## config.mk

```make
export PLATFORM = sky130hd
export DESIGN_NAME = biquad8_filter
export DESIGN_NICKNAME = d
export VERILOG_FILES = /design/src/rtl/biquad_pkg.sv /design/src/rtl/biquad_coef_rom.sv /design/src/rtl/biquad_tap_mul.sv /design/src/rtl/biquad_sat.sv /design/src/rtl/biquad8_filter.sv
export SDC_FILE = /design/constraint.sdc
export NUM_CORES = 1
export LEC_CHECK = 0
export ABC_AREA = 0
export CAP_MARGIN = 10
export CORE_MARGIN = 2
export CORE_UTILIZATION = 50
export DETAILED_ROUTE_END_ITERATION = 16
export PLACE_DENSITY = 0.68
export SLEW_MARGIN = 25
export SYNTH_ARGS = -nofsm -noshare
export SYNTH_HDL_FRONTEND = slang
export SYNTH_SLANG_ARGS = --single-unit
```

## constraint.sdc

```tcl
create_clock -name clk_i -period 15.8 [get_ports clk_i]
set_input_delay 3.16 -clock clk_i [delete_from_list [all_inputs] [get_ports clk_i]]
set_output_delay 3.16 -clock clk_i [all_outputs]
set_load 0.05 [all_outputs]
```

## src/rtl/biquad_pkg.sv

```systemverilog
package biquad_pkg;
    typedef enum logic [1:0] {
        S_IDLE = 2'd0,
        S_WAIT = 2'd1,
        S_MAC  = 2'd2,
        S_OUT  = 2'd3
    } seq_state_e;

    localparam int NUM_TAPS = 5;
    localparam int TAP_W    = $clog2(NUM_TAPS);
endpackage

```

## src/rtl/biquad_coef_rom.sv

```systemverilog
module biquad_coef_rom #(
    parameter int DATA_W = 8,
    parameter int TAP_W  = 3
) (
    input  logic                     hp_i,
    input  logic [TAP_W-1:0]         tap_i,
    output logic signed [DATA_W-1:0] coef_o
);
    // Q1.7 coefficients; the second feedback tap is stored already negated
    always_comb begin
        unique case (tap_i)
            TAP_W'(0): coef_o = hp_i ? DATA_W'(62)   : DATA_W'(19);
            TAP_W'(1): coef_o = hp_i ? -DATA_W'(123) : DATA_W'(37);
            TAP_W'(2): coef_o = hp_i ? DATA_W'(62)   : DATA_W'(19);
            TAP_W'(3): coef_o = DATA_W'(86);
            TAP_W'(4): coef_o = -DATA_W'(32);
            default:   coef_o = '0;
        endcase
    end
endmodule

```

## src/rtl/biquad_tap_mul.sv

```systemverilog
module biquad_tap_mul #(
    parameter int DATA_W = 8,
    parameter int FRAC_W = 7,
    parameter int ACC_W  = 16
) (
    input  logic signed [DATA_W-1:0] coef_i,
    input  logic signed [DATA_W-1:0] samp_i,
    output logic signed [ACC_W-1:0]  term_o
);
    localparam int PROD_W = 2 * DATA_W;

    logic signed [PROD_W-1:0] prod;

    always_comb begin
        prod   = coef_i * samp_i;
        term_o = ACC_W'(prod >>> FRAC_W);
    end
endmodule

```

## src/rtl/biquad_sat.sv

```systemverilog
module biquad_sat #(
    parameter int DATA_W = 8,
    parameter int ACC_W  = 16
) (
    input  logic signed [ACC_W-1:0]  acc_i,
    output logic signed [DATA_W-1:0] sat_o
);
    localparam logic signed [ACC_W-1:0] HI = ACC_W'((1 << (DATA_W - 1)) - 1);
    localparam logic signed [ACC_W-1:0] LO = -ACC_W'(1 << (DATA_W - 1));

    always_comb begin
        if (acc_i > HI)      sat_o = HI[DATA_W-1:0];
        else if (acc_i < LO) sat_o = LO[DATA_W-1:0];
        else                 sat_o = acc_i[DATA_W-1:0];
    end
endmodule

```

## src/rtl/biquad8_filter.sv

```systemverilog
module biquad8_filter #(
    parameter int DATA_W        = 8,
    parameter int FRAC_W        = 7,
    parameter int ACC_W         = 16,
    parameter bit OFFSET_BINARY = 1'b0
) (
    input  logic              clk_i,
    input  logic              rst_ni,
    input  logic              tick_i,
    input  logic              hp_sel_i,
    output logic              adc_conv_o,
    input  logic              adc_ready_i,
    input  logic [DATA_W-1:0] adc_data_i,
    output logic [DATA_W-1:0] dac_data_o,
    output logic              dac_wr_o,
    output logic              overrun_o
);
    import biquad_pkg::*;

    localparam logic [TAP_W-1:0] LAST_TAP = TAP_W'(NUM_TAPS - 1);

    typedef struct packed {
        seq_state_e               st;
        logic [TAP_W-1:0]         tap;
        logic                     hp;
        logic                     conv;
        logic                     wr;
        logic                     ovr;
        logic signed [DATA_W-1:0] xn;
        logic signed [DATA_W-1:0] x1;
        logic signed [DATA_W-1:0] x2;
        logic signed [DATA_W-1:0] y1;
        logic signed [DATA_W-1:0] y2;
        logic signed [DATA_W-1:0] dac;
        logic signed [ACC_W-1:0]  acc;
    } regs_t;

    regs_t r_q, r_d;

    logic signed [DATA_W-1:0] samp_in;
    logic signed [DATA_W-1:0] tap_samp;
    logic signed [DATA_W-1:0] tap_coef;
    logic signed [ACC_W-1:0]  tap_term;
    logic signed [DATA_W-1:0] y_sat;

    // converter code format selected at elaboration
    generate
        if (OFFSET_BINARY) begin : g_offbin
            assign samp_in    = {~adc_data_i[DATA_W-1], adc_data_i[DATA_W-2:0]};
            assign dac_data_o = {~r_q.dac[DATA_W-1], r_q.dac[DATA_W-2:0]};
        end else begin : g_twos
            assign samp_in    = adc_data_i;
            assign dac_data_o = r_q.dac;
        end
    endgenerate

    always_comb begin
        unique case (r_q.tap)
            TAP_W'(0): tap_samp = r_q.xn;
            TAP_W'(1): tap_samp = r_q.x1;
            TAP_W'(2): tap_samp = r_q.x2;
            TAP_W'(3): tap_samp = r_q.y1;
            TAP_W'(4): tap_samp = r_q.y2;
            default:   tap_samp = '0;
        endcase
    end

    biquad_coef_rom #(.DATA_W(DATA_W), .TAP_W(TAP_W)) coef_i (
        .hp_i   (r_q.hp),
        .tap_i  (r_q.tap),
        .coef_o (tap_coef)
    );

    biquad_tap_mul #(.DATA_W(DATA_W), .FRAC_W(FRAC_W), .ACC_W(ACC_W)) mul_i (
        .coef_i (tap_coef),
        .samp_i (tap_samp),
        .term_o (tap_term)
    );

    biquad_sat #(.DATA_W(DATA_W), .ACC_W(ACC_W)) sat_i (
        .acc_i (r_q.acc),
        .sat_o (y_sat)
    );

    always_comb begin
        r_d      = r_q;
        r_d.conv = 1'b0;
        r_d.wr   = 1'b0;
        if (tick_i && r_q.st != S_IDLE) r_d.ovr = 1'b1;
        unique case (r_q.st)
            S_IDLE: if (tick_i) begin
                r_d.hp   = hp_sel_i;
                r_d.conv = 1'b1;
                r_d.st   = S_WAIT;
            end
            S_WAIT: if (adc_ready_i) begin
                r_d.xn  = samp_in;
                r_d.acc = '0;
                r_d.tap = '0;
                r_d.st  = S_MAC;
            end
            S_MAC: begin
                r_d.acc = r_q.acc + tap_term;
                r_d.tap = r_q.tap + TAP_W'(1);
                if (r_q.tap == LAST_TAP) r_d.st = S_OUT;
            end
            S_OUT: begin
                r_d.dac = y_sat;
                r_d.wr  = 1'b1;
                r_d.y2  = r_q.y1;
                r_d.y1  = y_sat;
                r_d.x2  = r_q.x1;
                r_d.x1  = r_q.xn;
                r_d.st  = S_IDLE;
            end
            default: r_d.st = S_IDLE;
        endcase
    end

    always_ff @(posedge clk_i) begin
        if (!rst_ni) begin
            r_q    <= '0;
            r_q.st <= S_IDLE;
        end else begin
            r_q <= r_d;
        end
    end

    assign adc_conv_o = r_q.conv;
    assign dac_wr_o   = r_q.wr;
    assign overrun_o  = r_q.ovr;

    p_conv_single_r2: assert property (@(posedge clk_i) disable iff (!rst_ni)
        adc_conv_o |=> !adc_conv_o);

    p_wait_hold_r2: assert property (@(posedge clk_i) disable iff (!rst_ni)
        (r_q.st == S_WAIT && !adc_ready_i) |=> (r_q.st == S_WAIT && !dac_wr_o));

    p_tap_range_r5: assert property (@(posedge clk_i) disable iff (!rst_ni)
        (r_q.st == S_MAC) |-> (r_q.tap <= LAST_TAP));

    p_dac_hold_r7: assert property (@(posedge clk_i) disable iff (!rst_ni)
        !dac_wr_o |-> $stable(dac_data_o));

    p_sel_latched_r9: assert property (@(posedge clk_i) disable iff (!rst_ni)
        (r_q.st != S_IDLE) |=> $stable(r_q.hp));

    p_ovr_sticky_r10: assert property (@(posedge clk_i) disable iff (!rst_ni)
        overrun_o |=> overrun_o);
endmodule

```

==> run summary <==
Syn Area/Cell - 8.76 um^2
Setup violations, final - 0
post-synth top area cell - dfxtp_1
clk_lat worst skew - 0.33 ns
setup_tns - 0 ns
RSZ-0062 raised after global routing - false
Post-synth top cells - inv_1 (92), dfxtp_1 (65), fa_1 (55), nor2_1 (54), ha_1 (51)
area of the multi-input gates - 4170 um^2
RePlAce Congestion - 0.917
die area - 12800 um^2
hold_ws - 0.463 ns
final-report max-slew violation count - 0
hold endpoint - overrun_o
dpl ws - 7.70 ns
clk buf depth - 2
f_max - 121 MHz
Hold Path Origin - overrun_o
antenna cell count - 0
# fillers - 1043
CTS Root Buffer Type - clkbuf_16
CTS Buf Count - 9
Cell Area, Synth - 5980 um^2
outcome - finished clean
final hold vios - 0
Final WS setup - 7.55 ns
Cells after Synth - 682
wire per inst - 15.8 um
total track usage - 21.8%
FF-to-FF setup slack - 7.55 ns
Setup crit start kind - flip-flop
WL final - 13200 um
cells on worst reg2reg path - 27
fraction of registers with async set/reset - 0%
RR Startpoint - r_q[70]
Synth Flop Type - dfxtp_1
Post-synth EDFFs - 0
fin area - 6560 um^2
CP max FO - 19
met2 WL - 6310 um
DR WL met3 - 641 um
Synth Warn # - 0
register area - 1300 um^2
Setup Fix Bufs, Post-CTS - 0
clock sinks - 65
global-route wire length before repair - 22500 um
htree depth - 3
core area - 11600 um^2
via count - 4662
layout cells sized above 1 - 4.62%
syn_nets - 801
Yosys cell types - 51
initial antenna violation count - 0
Critical Path RT - 16.07 ns
critical path class - flip-flop to flip-flop
first drt pass iteration count - 5
Max Used Layer - met4
FP Rows - 39
Area Growth Syn to Fin - 9.73%
TritonCTS clock tree - yes
nets@finish - 807
reg-to-reg endpoint - r_q[15]
vias in the first global route - 4640
hold path depth - 1
Hold-fix buffers, CTS - 0
PD cells - 95.1 nW/um^2
die height - 113 um
worst-margin pin slew - 1.12 ns
top cell type's share of synthesized area - 21.8%
# resized after CTS - 0
VDD IR max - 0.0823 mV
Seq cells post-synth - 65
max-cap viol count - 0
M1 WL - 6030 um
largest net degree at the start of global routing - 68
drt drc - 0
minimum clock period - 8.25 ns
placed inst area - 6250 um^2
worst hold path class - flip-flop to flip-flop
initial DRC count - 364
ANT nets after route - 0
vias per cell - 5.58
Buffers on Ports - 23
Critical Path AT - 8.52 ns
Clock transition at path regs - 0.06 ns
I/O Pins - 24
gr ovfl total - 0
CP endpoint kind - flip-flop
Synth area leaders - dfxtp_1 (22%), fa_1 (18%), ha_1 (11%)
Inst Count DP - 820
Leak - 2.68 nW
final non-filler cell total - 836
most common cell in the synthesized netlist - inv_1
relative slew slack - 25.4%
fin crit share - 52.2%
dpl hpwl - 10200 um
Max Clock Skew - 0.00408 ns
Chip Width - 113 um
Initial Utilization - 51.7%
sequential-to-total area share from yosys stat - 21.8%
[flip-flops by register name (all words and copies together), names as in the netlist]
signal,cells
overrun_o,1
dac_data_o,8
r_q,54
adc_conv_o,1
dac_wr_o,1
[worst max-delay path by stage]
stage | startpoint | endpoint | cells after the start
6_report | r_q[70] | r_q[15] | 27
5_1_grt | r_q[70] | r_q[15] | 27
4_1_cts | r_q[70] | r_q[15] | 27
3_5_place_dp | r_q[70] | r_q[15] | 27
3_3_place_gp | r_q[70] | r_q[15] | 27
2_1_floorplan | r_q[70] | r_q[15] | 29
[power breakdown]
part           switching (mW)  leakage (nW)  internal [mW]  total [mW]
sequential            0.00938         0.525          0.174       0.183
clock                  0.0720         0.146          0.138       0.210
combinational           0.146          2.01         0.0843       0.231
[metal layers]
layer  global-route usage [%]  up-vias
met1                     29.3     2236
met2                     36.7      121
met4                     5.61        0
met5                        0        -
met3                     3.80       19
li1                         -     2286
[area by class of cell]
class / instances / area share, %
Sequential cell: 65 / 19.8
Tap cell: 143 / 2.73
Timing Repair Buffer: 26 / 3.85
Clock inverter: 5 / 1.22
Multi-Input combinational cell: 494 / 63.5
Inverter: 92 / 5.27
Clock buffer: 11 / 3.55
[cell usage in the layout, fill, tap and decap left out, drive strengths merged, types with 17 or more instances in the layout]
master         instances
nand2                 34
mux2i                 26
nor2                  54
nand3                 19
ha                    51
a22oi                 17
dfxtp                 65
xnor2                 21
a21boi                18
clkdlybuf4s50         23
nor2b                 44
inv                   92
o21ai                 26
a21oi                 19
fa                    55
[critical path: stages, from the launching register on]
cell and delay, ns:
dfxtp_1 0.71, inv_1 0.16, ha_1 0.39, a222oi_1 0.39, o21a_1 0.35, or2_2 0.23, inv_1 0.06, fa_1 0.60
inv_1 0.16, fa_1 0.56, inv_1 0.06, fa_1 0.53, inv_1 0.06, fa_1 0.53, inv_1 0.04, ha_1 0.32
and3_1 0.18, a21oi_1 0.20, a31oi_2 0.13, xnor2_1 0.73, ha_1 0.44, and3_1 0.19, a21oi_1 0.24, a21oi_2 0.11
nor4_2 0.26, o21ai_0 0.16, a211o_1 0.32, nand3_1 0.06
[kinds of logic after synthesis]
group | count (synthesis) | share of synthesized area, %
simple gates | 223 | 19.3
buf+inv | 123 | 8.50
compound gates | 118 | 13.8
fa+ha+maj | 106 | 29.1
flops | 65 | 21.8
mux | 26 | 4.35
xor+xnor | 21 | 3.20
[per-stage QoR]
stage	utilization, %	power (mW)
CTS	56.7	0.628
floorplan	-	0.358
finish	56.7	0.624
detailed placement	54.0	0.416
global route	56.7	0.666
global placement	54.0	0.410
Note: power is estimated with default switching activity, not from simulation.
